<file path="config.mk">
export PLATFORM = sky130hd
export DESIGN_NAME = ext_mem_seq
export DESIGN_NICKNAME = d
export VERILOG_FILES = /design/src/rtl/mcs_pkg.sv /design/src/rtl/mcs_addr_gen.sv /design/src/rtl/mcs_data_path.sv /design/src/rtl/mcs_phase_ctl.sv /design/src/rtl/ext_mem_seq.sv
export SDC_FILE = /design/constraint.sdc
export NUM_CORES = 1
export LEC_CHECK = 0
export ABC_CLOCK_PERIOD_IN_PS = 2810
export BUFFER_PORTS_ARGS = -buffer_cell sky130_fd_sc_hd__buf_2
export CORE_ASPECT_RATIO = 2
export CORE_MARGIN = 4
export CORE_UTILIZATION = 35
export DETAILED_ROUTE_END_ITERATION = 8
export SLEW_MARGIN = 20
export SYNTH_ARGS = -nofsm -noshare
export SYNTH_HDL_FRONTEND = slang
export SYNTH_SLANG_ARGS = --single-unit
</file>
<file path="constraint.sdc">
create_clock -name clk -period 2.81 [get_ports clk]
set_input_delay 0.281 -clock clk [delete_from_list [all_inputs] [get_ports clk]]
set_output_delay 0.281 -clock clk [all_outputs]
set_load 0.01 [all_outputs]
</file>
<file path="src/rtl/mcs_pkg.sv">
package mcs_pkg;

  typedef enum logic [1:0] {
    OP_READ  = 2'd0,
    OP_WRITE = 2'd1,
    OP_FILL  = 2'd2,
    OP_COPY  = 2'd3
  } mcs_op_e;

  typedef enum logic [2:0] {
    PH_IDLE,
    PH_SET,
    PH_DRV,
    PH_WSTB,
    PH_WREL,
    PH_RSTB,
    PH_RREL,
    PH_FIN
  } mcs_phase_e;

endpackage

</file>
<file path="src/rtl/mcs_addr_gen.sv">
module mcs_addr_gen #(
  parameter int ADDR_W = 19
) (
  input  logic              clk,
  input  logic              rst_n,
  input  logic              load,
  input  logic [ADDR_W-1:0] load_addr,
  input  logic              step,
  output logic [ADDR_W-1:0] addr
);

  logic [ADDR_W-1:0] addr_q;

  always_ff @(posedge clk or negedge rst_n) begin
    if (!rst_n)
      addr_q <= '0;
    else if (load)
      addr_q <= load_addr;
    else if (step)
      addr_q <= addr_q + ADDR_W'(1);
  end

  assign addr = addr_q;

endmodule

</file>
<file path="src/rtl/mcs_data_path.sv">
module mcs_data_path #(
  parameter int DATA_W = 8
) (
  input  logic              clk,
  input  logic              rst_n,
  input  logic              load_cmd,
  input  logic [DATA_W-1:0] cmd_data,
  input  logic              load_src,
  input  logic [DATA_W-1:0] src_data,
  input  logic              capture,
  input  logic [DATA_W-1:0] din,
  output logic [DATA_W-1:0] dout,
  output logic [DATA_W-1:0] rd_data
);

  logic [DATA_W-1:0] wdata_q;
  logic [DATA_W-1:0] rdata_q;

  always_ff @(posedge clk or negedge rst_n) begin
    if (!rst_n)
      wdata_q <= '0;
    else if (load_cmd)
      wdata_q <= cmd_data;
    else if (load_src)
      wdata_q <= src_data;
  end

  always_ff @(posedge clk or negedge rst_n) begin
    if (!rst_n)
      rdata_q <= '0;
    else if (capture)
      rdata_q <= din;
  end

  assign dout    = wdata_q;
  assign rd_data = rdata_q;

endmodule

</file>
<file path="src/rtl/mcs_phase_ctl.sv">
module mcs_phase_ctl
  import mcs_pkg::*;
#(
  parameter int LEN_W     = 19,
  parameter int DRIVE_CYC = 2,
  parameter int WSTB_CYC  = 2,
  parameter int RSTB_CYC  = 3
) (
  input  logic             clk,
  input  logic             rst_n,
  input  logic             accept,
  input  mcs_op_e          acc_op,
  input  logic [LEN_W-1:0] acc_len,
  input  logic             acc_owned,
  input  logic             src_valid,
  output logic             idle,
  output logic             step,
  output logic             capture,
  output logic             load_src,
  output logic             src_ready,
  output logic             mreq_n,
  output logic             rd_n,
  output logic             wr_n,
  output logic             doe,
  output logic             done,
  output logic             err
);

  localparam int TMR_MAX = (DRIVE_CYC > WSTB_CYC)
                           ? ((DRIVE_CYC > RSTB_CYC) ? DRIVE_CYC : RSTB_CYC)
                           : ((WSTB_CYC > RSTB_CYC) ? WSTB_CYC : RSTB_CYC);
  localparam int TMR_W   = $clog2(TMR_MAX + 1);

  mcs_phase_e       ph;
  mcs_op_e          op_q;
  logic [LEN_W-1:0] rem_q;
  logic [TMR_W-1:0] tmr_q;
  logic             err_q;
  logic             acc_burst;
  logic             last_byte;

  assign acc_burst = (acc_op == OP_FILL) || (acc_op == OP_COPY);
  assign last_byte = (rem_q == LEN_W'(1));

  always_ff @(posedge clk or negedge rst_n) begin
    if (!rst_n) begin
      ph    <= PH_IDLE;
      op_q  <= OP_READ;
      rem_q <= '0;
      tmr_q <= '0;
      err_q <= 1'b0;
    end else begin
      unique case (ph)
        PH_IDLE: begin
          if (accept) begin
            op_q  <= acc_op;
            err_q <= !acc_owned;
            rem_q <= acc_burst ? acc_len : LEN_W'(1);
            if (!acc_owned || (acc_burst && (acc_len == '0)))
              ph <= PH_FIN;
            else
              ph <= PH_SET;
          end
        end
        PH_SET: begin
          if (op_q == OP_READ) begin
            ph    <= PH_RSTB;
            tmr_q <= TMR_W'(RSTB_CYC - 1);
          end else if ((op_q != OP_COPY) || src_valid) begin
            ph    <= PH_DRV;
            tmr_q <= TMR_W'(DRIVE_CYC - 1);
          end
        end
        PH_DRV: begin
          if (tmr_q == '0) begin
            ph    <= PH_WSTB;
            tmr_q <= TMR_W'(WSTB_CYC - 1);
          end else begin
            tmr_q <= tmr_q - TMR_W'(1);
          end
        end
        PH_WSTB: begin
          if (tmr_q == '0)
            ph <= PH_WREL;
          else
            tmr_q <= tmr_q - TMR_W'(1);
        end
        PH_WREL: begin
          if (last_byte) begin
            ph <= PH_FIN;
          end else begin
            rem_q <= rem_q - LEN_W'(1);
            ph    <= PH_SET;
          end
        end
        PH_RSTB: begin
          if (tmr_q == '0)
            ph <= PH_RREL;
          else
            tmr_q <= tmr_q - TMR_W'(1);
        end
        PH_RREL: ph <= PH_FIN;
        PH_FIN:  ph <= PH_IDLE;
        default: ph <= PH_IDLE;
      endcase
    end
  end

  assign idle      = (ph == PH_IDLE);
  assign step      = (ph == PH_WREL) && !last_byte;
  assign capture   = (ph == PH_RSTB) && (tmr_q == '0);
  assign src_ready = (ph == PH_SET) && (op_q == OP_COPY);
  assign load_src  = src_ready && src_valid;
  assign mreq_n    = (ph == PH_IDLE) || (ph == PH_FIN);
  assign rd_n      = (ph != PH_RSTB);
  assign wr_n      = (ph != PH_WSTB);
  assign doe       = (ph == PH_DRV) || (ph == PH_WSTB) || (ph == PH_WREL);
  assign done      = (ph == PH_FIN);
  assign err       = (ph == PH_FIN) && err_q;

  // the driver is never on while the read strobe is low
  a_r8_no_drive_during_read: assert property (@(posedge clk) disable iff (!rst_n)
    !rd_n |-> !doe);

  // the write strobe only ever sits inside an active memory request
  a_r4_wr_inside_mreq: assert property (@(posedge clk) disable iff (!rst_n)
    !wr_n |-> !mreq_n);

  // the read strobe only ever sits inside an active memory request
  a_r5_rd_inside_mreq: assert property (@(posedge clk) disable iff (!rst_n)
    !rd_n |-> !mreq_n);

  // done never lasts two cycles
  a_r11_done_single: assert property (@(posedge clk) disable iff (!rst_n)
    done |=> !done);

  // the source is asked for a byte only in a quiet setup cycle
  a_r7_src_only_in_setup: assert property (@(posedge clk) disable iff (!rst_n)
    src_ready |-> (!mreq_n && rd_n && wr_n && !doe));

  // the write strobe is always released with the data still driven
  a_r4_release_with_data: assert property (@(posedge clk) disable iff (!rst_n)
    $rose(wr_n) |-> doe);

endmodule

</file>
<file path="src/rtl/ext_mem_seq.sv">
module ext_mem_seq
  import mcs_pkg::*;
#(
  parameter int ADDR_W    = 19,
  parameter int DATA_W    = 8,
  parameter int LEN_W     = 19,
  parameter int DRIVE_CYC = 2,
  parameter int WSTB_CYC  = 2,
  parameter int RSTB_CYC  = 3
) (
  input  logic                 clk,
  input  logic                 rst_n,
  input  logic                 bus_owned,
  input  logic                 cmd_valid,
  output logic                 cmd_ready,
  input  logic [1:0]           cmd_op,
  input  logic [ADDR_W-1:0]    cmd_addr,
  input  logic [DATA_W-1:0]    cmd_wdata,
  input  logic [LEN_W-1:0]     cmd_len,
  input  logic                 src_valid,
  output logic                 src_ready,
  input  logic [DATA_W-1:0]    src_data,
  output logic                 done,
  output logic                 err,
  output logic [DATA_W-1:0]    rd_data,
  output logic [7:0]           mem_addr_lo,
  output logic [7:0]           mem_addr_hi,
  output logic [ADDR_W-17:0]   mem_bank,
  output logic                 mem_mreq_n,
  output logic                 mem_rd_n,
  output logic                 mem_wr_n,
  output logic [DATA_W-1:0]    mem_dout,
  output logic                 mem_doe,
  input  logic [DATA_W-1:0]    mem_din
);

  localparam int BANK_W = ADDR_W - 16;

  logic              idle;
  logic              accept;
  logic              step;
  logic              capture;
  logic              load_src;
  logic [ADDR_W-1:0] addr;

  assign cmd_ready = idle;
  assign accept    = cmd_valid && idle;

  mcs_phase_ctl #(
    .LEN_W     (LEN_W),
    .DRIVE_CYC (DRIVE_CYC),
    .WSTB_CYC  (WSTB_CYC),
    .RSTB_CYC  (RSTB_CYC)
  ) u_ctl (
    .clk       (clk),
    .rst_n     (rst_n),
    .accept    (accept),
    .acc_op    (mcs_op_e'(cmd_op)),
    .acc_len   (cmd_len),
    .acc_owned (bus_owned),
    .src_valid (src_valid),
    .idle      (idle),
    .step      (step),
    .capture   (capture),
    .load_src  (load_src),
    .src_ready (src_ready),
    .mreq_n    (mem_mreq_n),
    .rd_n      (mem_rd_n),
    .wr_n      (mem_wr_n),
    .doe       (mem_doe),
    .done      (done),
    .err       (err)
  );

  mcs_addr_gen #(
    .ADDR_W (ADDR_W)
  ) u_addr (
    .clk       (clk),
    .rst_n     (rst_n),
    .load      (accept),
    .load_addr (cmd_addr),
    .step      (step),
    .addr      (addr)
  );

  mcs_data_path #(
    .DATA_W (DATA_W)
  ) u_data (
    .clk      (clk),
    .rst_n    (rst_n),
    .load_cmd (accept),
    .cmd_data (cmd_wdata),
    .load_src (load_src),
    .src_data (src_data),
    .capture  (capture),
    .din      (mem_din),
    .dout     (mem_dout),
    .rd_data  (rd_data)
  );

  assign mem_addr_lo = addr[7:0];
  assign mem_addr_hi = addr[15:8];
  assign mem_bank    = addr[ADDR_W-1:ADDR_W-BANK_W];

  // the address fields hold still while a strobe stays low
  a_r3_addr_stable_under_strobe: assert property (@(posedge clk) disable iff (!rst_n)
    (!mem_rd_n || !mem_wr_n) |=>
      ((mem_rd_n && mem_wr_n) || $stable({mem_bank, mem_addr_hi, mem_addr_lo})));

  // a command taken without ownership ends at once, flagged, with no request
  a_r10_reject_no_cycle: assert property (@(posedge clk) disable iff (!rst_n)
    (accept && !bus_owned) |=> (done && err && mem_mreq_n));

  // an empty fill or copy ends at once without a request
  a_r9_zero_len_quick: assert property (@(posedge clk) disable iff (!rst_n)
    (accept && bus_owned && cmd_op[1] && (cmd_len == '0)) |=> (done && !err && mem_mreq_n));

  // no command is taken while an operation runs
  a_r2_ready_only_idle: assert property (@(posedge clk) disable iff (!rst_n)
    cmd_ready |-> (mem_mreq_n && !done));

endmodule

</file>
; Word level (Yosys, flattened, before mapping)
; Index checks and enable logic that the tools add are counted.
[totals]
reg_bits = 62
inputBits = 69
output_inout_bits = 43
elab_cells = 82
[op_classes]
add_sub_neg = 3
eq_ne = 21
muxes = 22
reduce_logical = 28
[ops]
columns = operator, count
row1 = 2-to-1 mux 19 bit, 5
row2 = one-hot mux 19 bit (2 select lines), 1
row3 = 2-to-1 mux 3 bit, 8
row4 = one-hot mux 3 bit (8 select lines), 1
row5 = adder 19 x 1 -> 19 bit (second input constant), 1
row6 = == test 19 x 1 -> 1 bit (second input constant), 1
row7 = zero test 19 bit, 1
row8 = subtractor 19 x 1 -> 19 bit (second input constant), 1
row9 = 2-to-1 mux 8 bit, 2
row10 = == test 3 bit (second input constant), 4
row11 = 2-to-1 mux 2 bit, 4
row12 = inequality test 2 x 1 -> 1 bit (second input constant), 4
row13 = logical AND 1 bit, 7
row14 = == test 2 bit (second input constant), 3
row15 = == test 3 x 2 -> 1 bit (second input constant), 2
row16 = logical OR 1 bit, 6
row17 = inequality test 2 bit (second input constant), 3
row18 = one-hot mux 2 bit (3 select lines), 1
row19 = AND reduction 3 bit, 2
row20 = nonzero test 2 bit, 3
row21 = AND reduction 5 bit, 1
row22 = zero test 2 bit, 2
row23 = == test 3 x 1 -> 1 bit (second input constant), 1
row24 = zero test 3 bit, 1
row25 = other kinds (8), 9

; Depth between registers and ports, before layout
[depth]
ltp_word = 7
ltp_mapped = 8
depth_no_buf = 7

; Cells and area by module
; A second synthesis with hierarchy kept.
[hier_totals]
cells_unflattened = 422
hier_area_um2 = 3856.2
[by_module_without_submodules]
columns = mod, n_inst, cells_each, area_each_um2, seq_area_each_um2
row1 = mcs_phase_ctl, 1, 253, 2057.0, 675.6
row2 = mcs_addr_gen, 1, 117, 1088.5, 475.5
row3 = mcs_data_path, 1, 51, 704.4, 400.4
row4 = ext_mem_seq, 1, 1, 6.3, 0.0

; Worst setup path before layout
; No wires, ideal clock.
[synth_timing]
path_type = flip-flop to flip-flop
from = register u_ctl.rem_q[6]
to = register u_ctl.rem_q[1]
setup_ps = 125
arrival_time_ps = 2120
required_time_ps = 2685
path_slack_ps = 565
path_stages_with_launch = 6
n_path_buf = 0
period_less_slack_ps = 2245
path_cell_list = dfrtp_1 -> or4_4 -> or4_4 -> o21ai_4 -> nand2_2 -> mux2_4
[synth_via]
elab_chain_len = 3
[synth_rtl]
columns = item, line
row1 = start: declaration, mcs_phase_ctl.sv:36  ; logic [LEN_W-1:0] rem_q;
row2 = start signal: assignment, mcs_phase_ctl.sv:58  ; rem_q <= acc_burst ? acc_len : LEN_W'(1);
row3 = start signal: assignment, mcs_phase_ctl.sv:92  ; rem_q <= rem_q - LEN_W'(1);
row4 = == test 19 x 1 -> 1 bit, mcs_phase_ctl.sv:43  ; assign last_byte = (rem_q == LEN_W'(1));
row5 = inequality test 2 bit (no source line), --
row6 = AND reduction 3 bit (no source line), --
; No other way between the ends.
; A chain may end at the register's enable or synchronous reset.

; Worst setup path after layout
[layout_timing]
from = register u_ctl.rem_q[6]
to = register u_ctl.rem_q[6]
[layout_via]
elab_chain_len = 3
[layout_rtl]
columns = item, line
row1 = subtractor 19 x 1 -> 19 bit or == test 19 x 1 -> 1 bit (tied branches), "mcs_phase_ctl.sv:92, mcs_phase_ctl.sv:43"
row2 = 2-to-1 mux 19 bit or inequality test 2 bit (tied branches), --
row3 = one-hot mux 19 bit (2 select lines) or AND reduction 3 bit (tied branches), --
; Parallel ways exist; a longest one is shown, timed or not. The select of a mux whose other input is x is not followed.

==> metrics <==
run status completed; total power 5.40 mW; most common cell in the netlist dfrtp_1; post-synthesis mux area share 7.39%; measured slew at the worst slew-check pin 0.738 ns; pwr/cell area 1100 nW/µm²; setup ws final 0.307 ns; area leader, netlist dfrtp_1; Syn Nets 508; Yosys warning count 0; port buffer count 111; fin crit share 89.1%; vias in the first global route 3931; xor and xnor area share after synthesis 0.226%; Starting Density 35.6%; full die area 12900 µm²; Slew Limit Fails 0; crit-path max FO 10; Skew-Pair Late Insertion Delay 0.33 ns; Placer Congestion 0.853; crit path DAT 2.72 ns; die width 82.4 µm; Die H 157 µm; CTS tree done; post-CTS sizing 0; CP Data Required Time 3.02 ns; drt first pass iters 5; final hold vios 0; Sum Neg Setup Slack 0 ns; DRC Markers 0; Achievable Freq 0.399 GHz; Pleak 2.18 nW; min Tclk post-route 2.50 ns; Worst-path clk slew 0.05 ns; fraction of layout cells with a size suffix above 1 31.4%; setup violators final 0; HPWL Detailed 9690 µm; Worst VDD drop 0.000604 V; flops & latches, synth 62; Filler cells 1080; ant diodes 0; initial antenna violation count 0; Cell Count, Final, Fillers Out 695; Slew headroom 50.7%; post-synthesis sequential area ratio 40.0%; synthesized area 3880 µm²; root buffer cell clkbuf_16; I/O pins 112; DP Cell Count 678; EDFF count, synth 0; Synth Instances 434; Synth Area per Inst 8.93 µm²; HP Class input port to flip-flop; via count 3952; Core ar. 10900 µm²; Yosys top cell area share 40.0%; Avg Vias per Cell 5.69; antenna viol nets, final 0; fraction of registers with async set/reset 100%; compound-gate portion of the synthesized area 20.2%; Post-Synth Adder-Cell Area 1.61%; Congestion Overflow GR 0; top_reg_cell synth dfrtp_1; Worst setup EP type flip-flop; maxcap violations 0; unrepaired setup endpoints after global routing false; first-pass GRT wire length 19700 µm; setup bufs post-CTS 0; critical setup path kind flip-flop to flip-flop; Setup Skew 0.00830 ns; Total Nets Final 624; largest net degree at the start of global routing 33; commonest cells in the netlist dfrtp_1, nand2_1, nor2_1, o21ai_0, a21oi_1; Clock Path Buffers 2; Routed WL 12600 µm; CTS sink count 62; WL/cell 18.1 µm; Total GRT Usage 20.1%; H-tree depth 3; total CTS buffers 9; simple-gate share of the synthesized area 25.5%; Post-Place Setup Slack 0.340 ns; Synth-to-Final Area Change 27.2%; Netlist cell types 64; main combinational cell family by area after synthesis simple AND/OR/NAND/NOR gates; CP startpoint kind flip-flop; initial DRC count 351; Synth area leaders dfrtp_1, nand2_1, mux2i_1; row count 54
-- power by group --
group | internal [mW] | total (mW) | switching (mW)
sequential | 1.31 | 1.71 | 0.405
clock | 0.729 | 1.11 | 0.384
combinational | 1.10 | 2.58 | 1.47
total | 3.14 | 5.40 | 2.26
-- cells in the final DEF, fill, tap and decap left out, drive strengths merged, types with 4 or more instances in the layout --
cell and instances:
a2111oi 5, a211oi 6, a21oi 21, a22oi 6
a31oi 7, and2 10, and3 9, and4 5
buf 134, clkbuf 12, dfrtp 62, ha 5
inv 9, mux2 10, mux2i 17, nand2 56
nand2b 4, nand3 15, nand4 9, nor2 28
nor3 14, nor4 13, o21ai 27, o22ai 9
o2bb2ai 9, or4 6
-- path summary, 6_finish.rpt --
kind	endpoint	cells after the start	from	slack, ns
max	u_ctl.rem_q[6]$_DFFE_PN0P_	6	u_ctl.rem_q[6]$_DFFE_PN0P_	0.31
min	u_addr.addr[17]$_DFFE_PN0P_	3	cmd_addr[17]	0.14
max reg2reg	u_ctl.rem_q[6]$_DFFE_PN0P_	6	u_ctl.rem_q[6]$_DFFE_PN0P_	0.31
min reg2reg	u_ctl.err_q$_DFFE_PN0P_	2	u_ctl.err_q$_DFFE_PN0P_	0.48
max in group asynchronous	u_addr.addr[6]$_DFFE_PN0P_	3	rst_n	1.54
min in group asynchronous	u_data.rd_data[6]$_DFFE_PN0P_	2	rst_n	0.51
-- flip-flops by register name, indices dropped and copies added (netlist names) --
| signal | count |
|---|---|
| u_ctl.tmr_q | 2 |
| u_data.dout | 8 |
| u_ctl.err_q | 1 |
| u_ctl.ph | 3 |
| u_ctl.op_q | 2 |
| u_addr.addr | 19 |
| u_ctl.rem_q | 19 |
| u_data.rd_data | 8 |
-- layout make-up --
class | instances | area, µm² | share of cell area [%]
Clock inverter | 4 | 45.0 | 0.913
Clock buffer | 12 | 256 | 5.20
Timing Repair Buffer | 135 | 738 | 15.0
Multi-Input combinational cell | 333 | 2130 | 43.2
Sequential cell | 62 | 1550 | 31.5
Tap cell | 140 | 175 | 3.55
Inverter | 9 | 33.8 | 0.685
-- kinds of logic (layout without fill, tap and decap cells) --
kind of cell,after synthesis,after routing
adders and majority gates,5,5
DFF,62,62
xor gates and xnor gates,1,1
buffers and inverters,39,160
and+or+nand+nor,185,185
AOI/OAI and AO/OA,115,115
muxes,27,27
-- what timing repair did --
action | in CTS | in global routing
hold buffers | 1 | 0
setup endpoints to repair | 0 | 0
hold endpoints to repair | 24 | 0
-- routing by layer --
metal | up-vias | wire [µm] | part of all wire, % | GRT usage [%]
met5 | - | 0 | 0 | 0
met4 | 0 | 606 | 4.8 | 12.6
met3 | 44 | 632 | 5.0 | 2.82
met2 | 166 | 6990 | 55 | 35.3
met1 | 1864 | 4390 | 35 | 21.8
li1 | 1878 | - | - | -
-- critical path: stages, from the launching register on --
cell and delay (ns):
dfrtp_1 0.42, or4_4 0.58, or4_4 0.55, o21ai_4 0.33, buf_4 0.23, a21oi_1 0.08, o22a_1 0.21
-- through the flow --
step | hold slack (ns) | instance area (µm²) | util (%)
2_1_floorplan | -0.0146 | 3880 | -
3_3_place_gp | 0.333 | 4620 | 42.5
3_5_place_dp | 0.333 | 4620 | 42.5
4_1_cts | 0.135 | 4930 | 45.3
5_1_grt | 0.147 | 4930 | 45.3
6_report | 0.143 | 4930 | 45.3
No activity file was read; power rests on OpenSTA's default activity.
